===== config.mk =====
export PLATFORM = sky130hd
export DESIGN_NAME = lpt_port
export DESIGN_NICKNAME = d
export VERILOG_FILES = /design/src/rtl/lpt_pkg.sv /design/src/rtl/lpt_addr_dec.sv /design/src/rtl/lpt_sync.sv /design/src/rtl/lpt_rd_mux.sv /design/src/rtl/lpt_port.sv
export SDC_FILE = /design/constraint.sdc
export NUM_CORES = 1
export LEC_CHECK = 0
export ABC_AREA = 1
export BUFFER_PORTS_ARGS = -buffer_cell sky130_fd_sc_hd__buf_2
export CORE_ASPECT_RATIO = 0.7
export CORE_MARGIN = 1.5
export CORE_UTILIZATION = 46
export CTS_CLUSTER_SIZE = 12
export DETAILED_ROUTE_END_ITERATION = 8
export GPL_TIMING_DRIVEN = 1
export HOLD_SLACK_MARGIN = 0.02
export PLACE_DENSITY = 0.82
export SLEW_MARGIN = 20
export SYNTH_ARGS = -nofsm -noshare
export SYNTH_HDL_FRONTEND = slang
export SYNTH_HIERARCHICAL = 1
export SYNTH_SLANG_ARGS = --single-unit

===== constraint.sdc =====
create_clock -name clk -period 0.82 [get_ports clk]
set_input_delay 0.164 -clock clk [delete_from_list [all_inputs] [get_ports clk]]
set_output_delay 0.164 -clock clk [all_outputs]
set_load 0.01 [all_outputs]

===== src/rtl/lpt_pkg.sv =====
package lpt_pkg;
    localparam int LPT_DW     = 8;
    localparam int READY_BIT  = 7;
    localparam int STROBE_BIT = 0;
    localparam int NUM_PORTS  = 3;

    typedef enum logic [1:0] {
        SEL_DATA = 2'd0,
        SEL_STAT = 2'd1,
        SEL_CTRL = 2'd2,
        SEL_NONE = 2'd3
    } lpt_sel_e;

    typedef struct packed {
        logic [LPT_DW-1:0] data;
        logic              strobe;
        logic [LPT_DW-1:0] rdata;
    } lpt_state_t;
endpackage


===== src/rtl/lpt_addr_dec.sv =====
module lpt_addr_dec
    import lpt_pkg::*;
#(
    parameter int                ADDR_W    = 10,
    parameter logic [ADDR_W-1:0] BASE_ADDR = 10'h378
) (
    input  logic [ADDR_W-1:0] io_addr,
    output lpt_sel_e          sel
);
    logic [NUM_PORTS-1:0] hit;

    for (genvar i = 0; i < NUM_PORTS; i++) begin : g_hit
        assign hit[i] = (io_addr == BASE_ADDR + ADDR_W'(i));
    end

    always_comb begin
        sel = SEL_NONE;
        if (hit[0])      sel = SEL_DATA;
        else if (hit[1]) sel = SEL_STAT;
        else if (hit[2]) sel = SEL_CTRL;
    end
endmodule


===== src/rtl/lpt_sync.sv =====
module lpt_sync #(
    parameter int STAGES = 2
) (
    input  logic clk,
    input  logic rst_n,
    input  logic async_in,
    output logic sync_out
);
    logic [STAGES-1:0] chain_q;

    always_ff @(posedge clk or negedge rst_n) begin
        if (!rst_n) chain_q <= '0;
        else        chain_q <= {chain_q[STAGES-2:0], async_in};
    end

    assign sync_out = chain_q[STAGES-1];
endmodule


===== src/rtl/lpt_rd_mux.sv =====
module lpt_rd_mux
    import lpt_pkg::*;
(
    input  lpt_sel_e          sel,
    input  logic [LPT_DW-1:0] data,
    input  logic              strobe,
    input  logic              ready_s,
    output logic [LPT_DW-1:0] value
);
    always_comb begin
        value = '1;
        case (sel)
            SEL_DATA: value = data;
            SEL_STAT: begin
                value = '0;
                value[READY_BIT] = ready_s;
            end
            SEL_CTRL: begin
                value = '0;
                value[STROBE_BIT] = strobe;
            end
            default:  value = '1;
        endcase
    end
endmodule


===== src/rtl/lpt_port.sv =====
module lpt_port
    import lpt_pkg::*;
#(
    parameter int                ADDR_W      = 10,
    parameter logic [ADDR_W-1:0] BASE_ADDR   = 10'h378,
    parameter int                SYNC_STAGES = 2
) (
    input  logic              clk,
    input  logic              rst_n,
    input  logic [ADDR_W-1:0] io_addr,
    input  logic              io_wr,
    input  logic              io_rd,
    input  logic [7:0]        io_wdata,
    output logic [7:0]        io_rdata,
    output logic [7:0]        lp_data,
    output logic              lp_strobe,
    input  logic              lp_ready
);
    lpt_sel_e          sel;
    logic              ready_s;
    logic [LPT_DW-1:0] rd_val;
    lpt_state_t        st_d, st_q;

    lpt_addr_dec #(.ADDR_W(ADDR_W), .BASE_ADDR(BASE_ADDR)) u_dec (
        .io_addr (io_addr),
        .sel     (sel)
    );

    lpt_sync #(.STAGES(SYNC_STAGES)) u_sync (
        .clk      (clk),
        .rst_n    (rst_n),
        .async_in (lp_ready),
        .sync_out (ready_s)
    );

    lpt_rd_mux u_mux (
        .sel     (sel),
        .data    (st_q.data),
        .strobe  (st_q.strobe),
        .ready_s (ready_s),
        .value   (rd_val)
    );

    always_comb begin
        st_d = st_q;
        if (io_wr) begin
            case (sel)
                SEL_DATA: st_d.data   = io_wdata;
                SEL_CTRL: st_d.strobe = io_wdata[STROBE_BIT];
                default:  ;
            endcase
        end
        if (io_rd) st_d.rdata = rd_val;
    end

    always_ff @(posedge clk or negedge rst_n) begin
        if (!rst_n) begin
            st_q.data   <= '0;
            st_q.strobe <= 1'b0;
            st_q.rdata  <= '1;
        end else begin
            st_q <= st_d;
        end
    end

    assign io_rdata  = st_q.rdata;
    assign lp_data   = st_q.data;
    assign lp_strobe = st_q.strobe;
endmodule


==> reports/results.ini, run 1 <==
[run_status]
status = complete, but fails checks
violations = setup timing

[routing]
ant_nets = 0
wire_per_inst_um = 15.6
routed_wl_um = 3170
vias_per_cell = 5.28
drt_iter0_drc = 66
num_vias = 1071
firstDrtPassIters = 4
drcViolationCount = 0

[cells_and_area]
syn_to_final_growth_pct = 73.7
drive_gt1_share_pct = 65.2
n_antenna_cell = 0
nets = 209

[yosys]
syn-num-nets = 144
synthDistinctLibCells = 14
syn_avg_cell_area_um2 = 8.20
syn-cell-area_um2 = 960
ys_ff_latch = 19
netlist_instances = 117
ys_seq_area_share_pct = 50.6
yosysWarnings = 6

[global_route]
gr-total-overflow = 0
grt_max_degree = 20
grt.total_usage_pct = 23.4
grt_pass1_vias = 863
antenna_found_initial = 0
grt_first_pass_wirelength_um = 3950

[min_path]
min_path_cells = 3
worstHoldEndpoint = lp_data[1]
holdCritStartpoint = io_wdata[1]
worst_hold_path_type = input pin to register

[power]
total_power_uw = 1770
ir_drop_uv = 997
p_leak_uw = 0.000889
power.density_mw_per_mm2 = 1060

[clock_network]
cts_root_buf = clkbuf_4
clock_sinks = 19
clkTransAtPathRegs_ns = 0.11
clk_path_buf_depth = 2
cts_buffers = 3
cts_tree = yes
htree_levels = 1
clock_latency_ns = 0.31

[timing]
setup_viol = 34
hold_viol = 0
fin_crit_sh_pct = 137
tightest_slew_ns = 0.422
period_needed_ns = 1.12
worst_slack_ns = -0.302
maxSlewViolCount = 0
rsz0062_at_grt = true
maxSlewHeadroom_pct = 71.9
fmax_mhz = 891
clock_skew_ns = 0.00532
hold_ws_ns = 0.0827
setup_tns_ns = -7.82

[floorplan]
die_h_um = 41.2
design.die.area_mm2 = 0.00237
rows = 13
core-area_mm2 = 0.00190
initial_core_util_pct = 50.4
io_pins = 40
fp.dieW_um = 57.6

[setup_path]
critical_path_class = input pin to register
r2r_cells = 6
start_kind = input pin
end_kind = register
path_cells = buf_8 -> inv_12 -> nand2_4 -> nor2_4 -> nand3_4 -> inv_4 -> ha_4 -> buf_6 -> nand2_2 -> nand2_1 -> nand2_1 -> o21ai_1
path_delay_family = simple AND/OR/NAND/NOR gates
cp_slowest_cell = ha_4
cpPeakStageDelay_ns = 0.19
cp_data_required_time_ns = 1.06
cp_common_cell = nand2_1
critical_path_arrival_ns = 1.36
crit_buf_inv = 4
crit_fanout = 6
r2r_setup_slack_ns = -0.17
r2r_start = lp_data[4]
r2r-end = io_rdata[4]

[job]
cap_violations = 0

[placement]
dp_worst_setup_slack_ns = -0.613
io_buffers = 39
place_congestion = 0.741
hpwl_um = 1630

synthesized netlist by cell type (all sizes together):
cell	n	area [um^2]
nand2	48	195
inv	18	67.6
nand3	13	65.1
dfrtp	11	275
dfstp	8	210
o21ai	8	40.0
ha	4	50.1
buf	3	26.3
nor2	3	23.8
nand4	1	6.26
stage by stage:
stage / std cells / utilization, % / instance area [um^2]
floorplan: 117 / - / 1040
global placement: 179 / 67.3 / 1280
detailed placement: 179 / 67.3 / 1280
CTS: 196 / 79.4 / 1510
global route: 203 / 87.6 / 1670
finish: 203 / 87.6 / 1670
layout by cell type (no fill, tap or decap):
| master | Yosys | layout |
|---|---|---|
| inv_2 | 1 | 1 |
| nand4_1 | 1 | 1 |
| o21ai_1 | 0 | 6 |
| nand2_1 | 46 | 25 |
| ha_4 | 0 | 3 |
| dlygate4sd3_1 | 0 | 2 |
| clkinv_2 | 0 | 1 |
| clkbuf_4 | 0 | 3 |
| dfrtp_1 | 11 | 11 |
| inv_1 | 17 | 10 |
| nand3_4 | 0 | 2 |
| buf_4 | 2 | 14 |
| buf_2 | 0 | 29 |
| nand2_4 | 2 | 4 |
| o21ai_2 | 0 | 2 |
| inv_12 | 0 | 1 |
| inv_4 | 0 | 5 |
| nor2_4 | 1 | 3 |
| nand3_2 | 0 | 4 |
| nand2_2 | 0 | 19 |
| inv_6 | 0 | 1 |
| buf_8 | 0 | 1 |
| buf_6 | 1 | 16 |
| buf_12 | 0 | 1 |
| ha_1 | 4 | 1 |
| nand3_1 | 13 | 7 |
| dfstp_2 | 8 | 8 |
worst register-to-register path, stage by stage (launching register included):
cell and delay, ns:
dfrtp_1 0.39, buf_4 0.13, buf_4 0.13, nand2_1 0.09, nand2_2 0.06, nand2_1 0.05
o21ai_1 0.06
cells by family after synthesis:
| logic type | Yosys count | synth area share [%] |
|---|---|---|
| AO/OA/AOI/OAI | 8 | 4.17 |
| AND/OR/NAND/NOR | 65 | 30.2 |
| adder cells (fa/ha/maj) | 4 | 5.22 |
| flip-flops | 19 | 50.6 |
| buffers and inverters | 21 | 9.78 |
power breakdown:
part / internal (uW) / switching [uW] / total (uW) / leakage [uW]
registers: 992 / 21.5 / 1010 / 0.000233
logic: 138 / 143 / 282 / 0.000638
clock network: 182 / 293 / 475 / 0.0000177
total: 1310 / 458 / 1770 / 0.000889
registers in the layout, indices dropped and copies added (netlist names):
name,cells
io_rdata,8
lp_data,8
lp_strobe,1
u_sync/chain_q,2
metal layers:
metal  track usage (%)  up-vias  wire length (um)  part of all wire, %
li1                  -      489                 -                    -
met1              30.1      500              1340                   42
met2              39.2       70              1550                   49
met3              6.94       12               224                  7.1
met4              6.98        0                57                  1.8
met5                 0        -                 0                    0
repair_timing:
action	4_1_cts	5_1_grt
pin swaps	13	13
buffers inserted	11	8
endpoints found under the hold margin	12	0
gates resized for setup	26	30
setup endpoints to repair	34	34
gates cloned	0	0
hold buffers	2	0
layout make-up:
type / instances / area, um^2
sequential: 19 / 485
inverter: 18 / 97.6
clock inverter: 1 / 5.00
timing repair buffer: 63 / 485
multi-input combinational: 77 / 543
tap: 22 / 27.5
fill: 88 / 236
clock buffer: 3 / 22.5
worst max path at each step:
stage                     start     endpoint  slack (ns)  cells after the start
global route         io_addr[2]  io_rdata[1]       -0.35                     12
floorplan            io_addr[2]  io_rdata[5]       -0.35                     12
CTS                 io_rdata[6]  io_rdata[6]       -0.30                      1
finish               io_addr[2]  io_rdata[1]       -0.30                     12
global placement     io_addr[2]  io_rdata[3]       -0.53                     12
detailed placement   io_addr[2]  io_rdata[4]       -0.61                     12
(Power assumes the default switching activity.)
==> inputs of run 2 (changes only) <==
--- a/config.mk
+++ b/config.mk
@@ -5,11 +5,10 @@
 export SDC_FILE = /design/constraint.sdc
 export NUM_CORES = 1
 export LEC_CHECK = 0
-export ABC_AREA = 1
 export BUFFER_PORTS_ARGS = -buffer_cell sky130_fd_sc_hd__buf_2
 export CORE_ASPECT_RATIO = 0.7
 export CORE_MARGIN = 1.5
-export CORE_UTILIZATION = 46
+export CORE_UTILIZATION = 45
 export CTS_CLUSTER_SIZE = 12
 export DETAILED_ROUTE_END_ITERATION = 8
 export GPL_TIMING_DRIVEN = 1
==> reports/results.ini, run 2 <==
[timing]
maxSlewHeadroom_pct = 72.7  ; was 71.9%
hold_ws_ns = 0.0867  ; was 0.0827 ns
period_needed_ns = 1.39  ; was 1.12 ns
setup_tns_ns = -13.35  ; was -7.82 ns
maxSlewViolCount = 0  ; unchanged
hold_viol = 0  ; unchanged
setup_viol = 34  ; unchanged
fin_crit_sh_pct = 170  ; was 137%
worst_slack_ns = -0.572  ; was -0.302 ns
tightest_slew_ns = 0.409  ; was 0.422 ns
clock_skew_ns = 0.0139  ; was 0.00532 ns
rsz0062_at_grt = true  ; unchanged
fmax_mhz = 718  ; was 891 MHz

[global_route]
grt_max_degree = 20  ; unchanged
gr-total-overflow = 0  ; unchanged
grt.total_usage_pct = 21.0  ; was 23.4%
grt_pass1_vias = 710  ; was 863
grt_first_pass_wirelength_um = 3280  ; was 3950 um
antenna_found_initial = 0  ; unchanged

[placement]
io_buffers = 39  ; unchanged
dp_worst_setup_slack_ns = -0.928  ; was -0.613 ns
hpwl_um = 1570  ; was 1630 um
place_congestion = 0.679  ; was 0.741
dp.cells = 124  ; was 179

[yosys]
synth_edf_count = 0  ; unchanged
syn-cell-area_um2 = 888  ; was 960 um^2
syn-num-nets = 86  ; was 144
synth_top_cells_by_area = dfrtp_1 (31%), dfstp_2 (24%), mux2_2 (22%)  ; was dfrtp_1 (29%), dfstp_2 (22%), nand2_1 (18%)
syn_avg_cell_area_um2 = 15.1  ; was 8.20 um^2
synth_area_leader_cell = dfrtp_1  ; unchanged
async_flop_share_pct = 100  ; unchanged
synth_top_cell_area_share_pct = 31.0  ; was 28.7%
ys_ff_latch = 19  ; unchanged
netlist_instances = 59  ; was 117
synthDistinctLibCells = 13  ; was 14
synth_most_common_cell = mux2_2  ; was nand2_1
ys_top_cells_by_count = mux2_2 (17), dfrtp_1 (11), dfstp_2 (8), a21o_1 (6), ha_1 (4)  ; was nand2_1 (46), inv_1 (17), nand3_1 (13), dfrtp_1 (11)
synth_ff_type = dfrtp_1  ; unchanged
yosysWarnings = 6  ; unchanged
ys_seq_area_share_pct = 54.6  ; was 50.6%

[power]
clkPwrFrac_pct = 30.2  ; was 26.8%
total_power_uw = 1560  ; was 1770 uW
p_sw_uw = 347  ; was 458 uW
ir_drop_uv = 1330  ; was 997 uV
p_sw_share_pct = 22.2  ; was 25.8%
seqPwrFrac_pct = 61.1  ; was 57.2%
intPower_uw = 1210  ; was 1310 uW
p_leak_uw = 0.000752  ; was 0.000889 uW
power_frac_comb_pct = 8.7  ; was 15.9%
power.density_mw_per_mm2 = 1070  ; was 1060 mW/mm^2

[setup_path]
start_kind = input pin  ; unchanged
r2r_cells = 2  ; was 6
critical_path_class = input pin to register  ; unchanged
critical_path_arrival_ns = 1.62  ; was 1.36 ns
crit_fanout = 5  ; was 6
end_kind = register  ; unchanged
cp_data_required_time_ns = 1.05  ; was 1.06 ns

[clock_network]
clock_sinks = 19  ; unchanged
htree_levels = 1  ; unchanged
cts_root_buf = clkbuf_4  ; unchanged
clk_path_buf_depth = 2  ; unchanged
cts_buffers = 3  ; unchanged
cts_tree = yes  ; unchanged
clock_latency_ns = 0.30  ; was 0.31 ns
clkTransAtPathRegs_ns = 0.11  ; about the same

[floorplan]
fp.dieW_um = 56.1  ; was 57.6 um
initial_core_util_pct = 47.9  ; was 50.4%
die_h_um = 40.2  ; was 41.2 um
rows = 13  ; unchanged
core-area_mm2 = 0.00185  ; was 0.00190 mm^2
design.die.area_mm2 = 0.00225  ; was 0.00237 mm^2
io_pins = 40  ; unchanged

[routing]
num_vias = 717  ; was 1071
drcViolationCount = 0  ; unchanged
firstDrtPassIters = 5  ; was 4
routed_wl_um = 2340  ; was 3170 um
ant_nets = 0  ; unchanged
drt_iter0_drc = 10  ; was 66
wire_per_inst_um = 16.7  ; was 15.6 um
vias_per_cell = 5.12  ; was 5.28

[cells_and_area]
n_antenna_cell = 0  ; unchanged
syn_to_final_growth_pct = 64.6  ; was 73.7%
fin_cells = 140  ; was 203
drive_gt1_share_pct = 78.0  ; was 65.2%
nets = 146  ; was 209
mostFrequentLayoutCells = buf_2 (25), buf_6 (20), mux2_4 (16), dfrtp_1 (11), buf_4 (10)  ; was buf_2 (29), nand2_1 (25), nand2_2 (19), buf_6 (16), buf_4 (14)
nFillCells = 113  ; was 88
final_common_cell = buf_2  ; unchanged

[min_path]
min_path_cells = 2  ; was 3
worst_hold_path_type = input pin to register  ; unchanged

[job]
cap_violations = 0  ; unchanged

[run_status]
status = complete, but fails checks  ; unchanged
violations = setup timing  ; unchanged

-- run 2: changes by cell type after synthesis, moves of 2 or more --
| cell | delta |
|---|---|
| nand2_4 | -2 |
| inv_1 | -15 |
| and4b_1 | +2 |
| mux2_2 | +17 |
| nand3b_1 | +3 |
| nand3_1 | -13 |
| nand2_1 | -46 |
| a21o_1 | +6 |
| o21ai_0 | -8 |
| buf_4 | -2 |
| a221o_1 | +2 |
| nor2_2 | -2 |
-- run 2: per-layer routing --
metal	global-route usage [%]	up-vias	share of wire [%]
li1	-	333	-
met1	23.4	347	39
met2	38.8	29	52
met3	6.13	8	5.7
met4	10.7	0	3.2
met5	0	-	0
-- run 2: final timing paths --
check,slack [ns],end,startpoint
min,0.09,lp_data[5],io_wdata[5]
max,-0.57,io_rdata[7],io_addr[7]
max in group asynchronous,0.16,io_rdata[7],rst_n
min reg2reg,0.37,u_sync/chain_q[1],u_sync/chain_q[0]
min in group asynchronous,0.31,lp_data[0],rst_n
max reg2reg,-0.28,io_rdata[7],lp_data[7]
-- run 2: cell type report --
cell class                      count  area, um^2  share of cell area [%]
Inverter                            2        7.51                   0.513
Tap cell                           22        27.5                    1.88
Sequential cell                    19         485                    33.2
Clock inverter                      1        5.00                   0.342
Timing Repair Buffer               57         445                    30.5
Multi-Input combinational cell     36         469                    32.1
Clock buffer                        3        22.5                    1.54
-- run 2: power by group through the flow --
stage | clock network (uW) | registers [uW] | logic (uW)
2_1_floorplan | 0 | 969 | 30.5
3_3_place_gp | 0 | 967 | 102
3_5_place_dp | 0 | 968 | 108
4_1_cts | 478 | 952 | 128
5_1_grt | 540 | 953 | 149
6_report | 470 | 952 | 136
-- run 2: cells by family (layout without fill, tap and decap cells) --
kind of cell               count (synthesis)  in the layout  share of synthesized area (%)
AOI/OAI and AO/OA                          8              8                           7.32
muxes                                     17             17                           21.5
and+or+nand+nor                            7              7                           8.17
buffers and inverters                      4             63                           2.68
adders and majority gates                  4              4                           5.63
DFF                                       19             19                           54.6
-- run 2: per-stage QoR --
step | area [um^2] | utilization, %
3_3_place_gp | 1190 | 64.4
6_report | 1460 | 78.9
4_1_cts | 1390 | 74.8
5_1_grt | 1460 | 78.9
3_5_place_dp | 1190 | 64.4
2_1_floorplan | 943 | -
-- run 2: critical path, cell delays in order --
cell and delay (ns):
buf_6 0.09, and4b_1 0.27, nand3b_1 0.22, ha_2 0.25, a221o_1 0.35, mux2_4 0.26
-- run 2: repair_timing --
item                                    4_1_cts  5_1_grt
hold endpoints to repair                     12        0
setup buffers                                 5        5
pin swaps                                     5        8
gates resized for setup                      21        8
hold buffers                                  2        0
endpoints found under the setup margin       34       34
==> inputs of run 3 (changes only) <==
--- a/config.mk
+++ b/config.mk
@@ -14,6 +14,7 @@
 export GPL_TIMING_DRIVEN = 1
 export HOLD_SLACK_MARGIN = 0.02
 export PLACE_DENSITY = 0.82
+export SKIP_LAST_GASP = 1
 export SLEW_MARGIN = 20
 export SYNTH_ARGS = -nofsm -noshare
 export SYNTH_HDL_FRONTEND = slang
==> reports/results.ini, run 3 (same netlist as run 2, synthesis figures left out) <==
[run_status]
status = complete, but fails checks  ; unchanged
violations = setup timing  ; unchanged

[timing]
worst_slack_ns = -0.586  ; was -0.572 ns
period_needed_ns = 1.41  ; was 1.39 ns
maxSlewHeadroom_pct = 72.4  ; was 72.7%
fin_crit_sh_pct = 172  ; was 170%
rsz0062_at_grt = true  ; unchanged
fmax_mhz = 711  ; was 718 MHz
maxSlewViolCount = 0  ; unchanged
tightest_slew_ns = 0.413  ; was 0.409 ns
setup_viol = 34  ; unchanged
clock_skew_ns = 0.0138  ; was 0.0139 ns
setup_tns_ns = -13.69  ; was -13.35 ns
hold_viol = 0  ; unchanged

[power]
p_leak_uw = 0.000748  ; was 0.000752 uW
p_sw_uw = 352  ; was 347 uW
power_frac_comb_pct = 8.2  ; was 8.7%
seqPwrFrac_pct = 61.1  ; about the same
intPower_uw = 1210  ; about the same
p_sw_share_pct = 22.6  ; was 22.2%
clkPwrFrac_pct = 30.7  ; was 30.2%
power.density_mw_per_mm2 = 1070  ; about the same
ir_drop_uv = 1340  ; was 1330 uV

[placement]
place_congestion = 0.679  ; unchanged
dp_worst_setup_slack_ns = -0.928  ; unchanged
io_buffers = 39  ; unchanged
hpwl_um = 1570  ; unchanged

[clock_network]
cts_root_buf = clkbuf_4  ; unchanged
cts_tree = yes  ; unchanged
cts_buffers = 3  ; unchanged
clkTransAtPathRegs_ns = 0.12  ; was 0.11 ns
clk_path_buf_depth = 2  ; unchanged
clock_sinks = 19  ; unchanged
htree_levels = 1  ; unchanged
clock_latency_ns = 0.31  ; was 0.30 ns

[cells_and_area]
drive_gt1_share_pct = 78.0  ; unchanged
mostFrequentLayoutCells = buf_2 (27), buf_6 (18), mux2_4 (16), dfrtp_1 (11), buf_4 (10)  ; was buf_2 (25), buf_6 (20), mux2_4 (16), dfrtp_1 (11), buf_4 (10)
register_area_um2 = 485  ; unchanged
syn_to_final_growth_pct = 63.2  ; was 64.6%
final_common_cell = buf_2  ; unchanged
nets = 146  ; unchanged
n_antenna_cell = 0  ; unchanged
multi_input_area_um2 = 469  ; unchanged
nFillCells = 114  ; was 113

[floorplan]
fp.dieW_um = 56.1  ; unchanged
design.die.area_mm2 = 0.00225  ; unchanged
die_h_um = 40.2  ; unchanged
initial_core_util_pct = 47.9  ; unchanged
rows = 13  ; unchanged
core-area_mm2 = 0.00185  ; unchanged
io_pins = 40  ; unchanged

[global_route]
gr-total-overflow = 0  ; unchanged
grt_pass1_vias = 710  ; unchanged
grt.total_usage_pct = 21.0  ; unchanged
grt_first_pass_wirelength_um = 3280  ; unchanged
antenna_found_initial = 0  ; unchanged
grt_max_degree = 20  ; unchanged

[setup_path]
start_kind = input pin  ; unchanged
critical_path_arrival_ns = 1.64  ; was 1.62 ns
cp_data_required_time_ns = 1.05  ; about the same
critical_path_class = input pin to register  ; unchanged
crit_fanout = 5  ; unchanged
end_kind = register  ; unchanged

[routing]
wire_per_inst_um = 16.2  ; was 16.7 um
ant_nets = 0  ; unchanged
vias_per_cell = 5.24  ; was 5.12
drcViolationCount = 0  ; unchanged
num_vias = 733  ; was 717
routed_wl_um = 2270  ; was 2340 um
firstDrtPassIters = 4  ; was 5
drt_iter0_drc = 12  ; was 10

[job]
cap_violations = 0  ; unchanged

[min_path]
worst_hold_path_type = input pin to register  ; unchanged

[run 3: cell count changes in the layout (fill, tap and decap cells not counted)]
cell,delta
buf_2,+2
buf_6,-2
[run 3: routing by layer]
layer,routed length (um),vias up,GRT usage [%]
met5,0,-,0
met4,68,0,10.7
met3,145,10,6.13
met2,1180,30,38.8
met1,875,362,23.4
li1,-,331,-
[run 3: critical path, stage by stage]
cell and delay, ns:
buf_6 0.09, and4b_1 0.29, nand3b_1 0.23, ha_2 0.25, a221o_1 0.35, mux2_4 0.26
[run 3: cell type report]
class | count | area share (%)
Timing Repair Buffer | 57 | 29.9
Clock buffer | 3 | 1.55
Sequential cell | 19 | 33.5
Inverter | 2 | 0.518
Tap cell | 22 | 1.90
Multi-Input combinational cell | 36 | 32.4
Clock inverter | 1 | 0.345
[run 3: final timing paths]
check	startpoint	end	slack (ns)	depth (start not counted)
worst max-delay path	io_addr[2]	io_rdata[7]	-0.59	6
worst min-delay path	io_wdata[3]	lp_data[3]	0.08	2
worst max register to register	lp_data[7]	io_rdata[7]	-0.27	2
worst min register to register	u_sync/chain_q[0]	u_sync/chain_q[1]	0.36	0
max in group asynchronous	rst_n	io_rdata[7]	0.17	2
min in group asynchronous	rst_n	lp_data[0]	0.31	2
[run 3: stage by stage]
stage	instance area, um^2	total power (uW)	instances	hold WS, ns	utilization, %
floorplan	943	1000	59	-0.132	-
global placement	1190	1070	124	0.108	64.4
detailed placement	1190	1080	124	0.118	64.4
CTS	1390	1560	135	0.0860	74.8
global route	1450	1630	140	0.0670	78.2
finish	1450	1560	140	0.0819	78.2
[run 3: timing repair]
action,CTS,global route
resized for setup,21,6
endpoints found under the setup margin,34,34
setup buffers,5,5
hold buffers,2,0
pin swaps,5,8
endpoints found under the hold margin,12,0
[run 3: power groups by stage]
stage	Sequential, uW	Clock, uW	Combinational, uW
floorplan	969	0	30.5
global placement	967	0	102
detailed placement	968	0	108
CTS	952	478	128
global route	953	538	140
finish	952	478	128
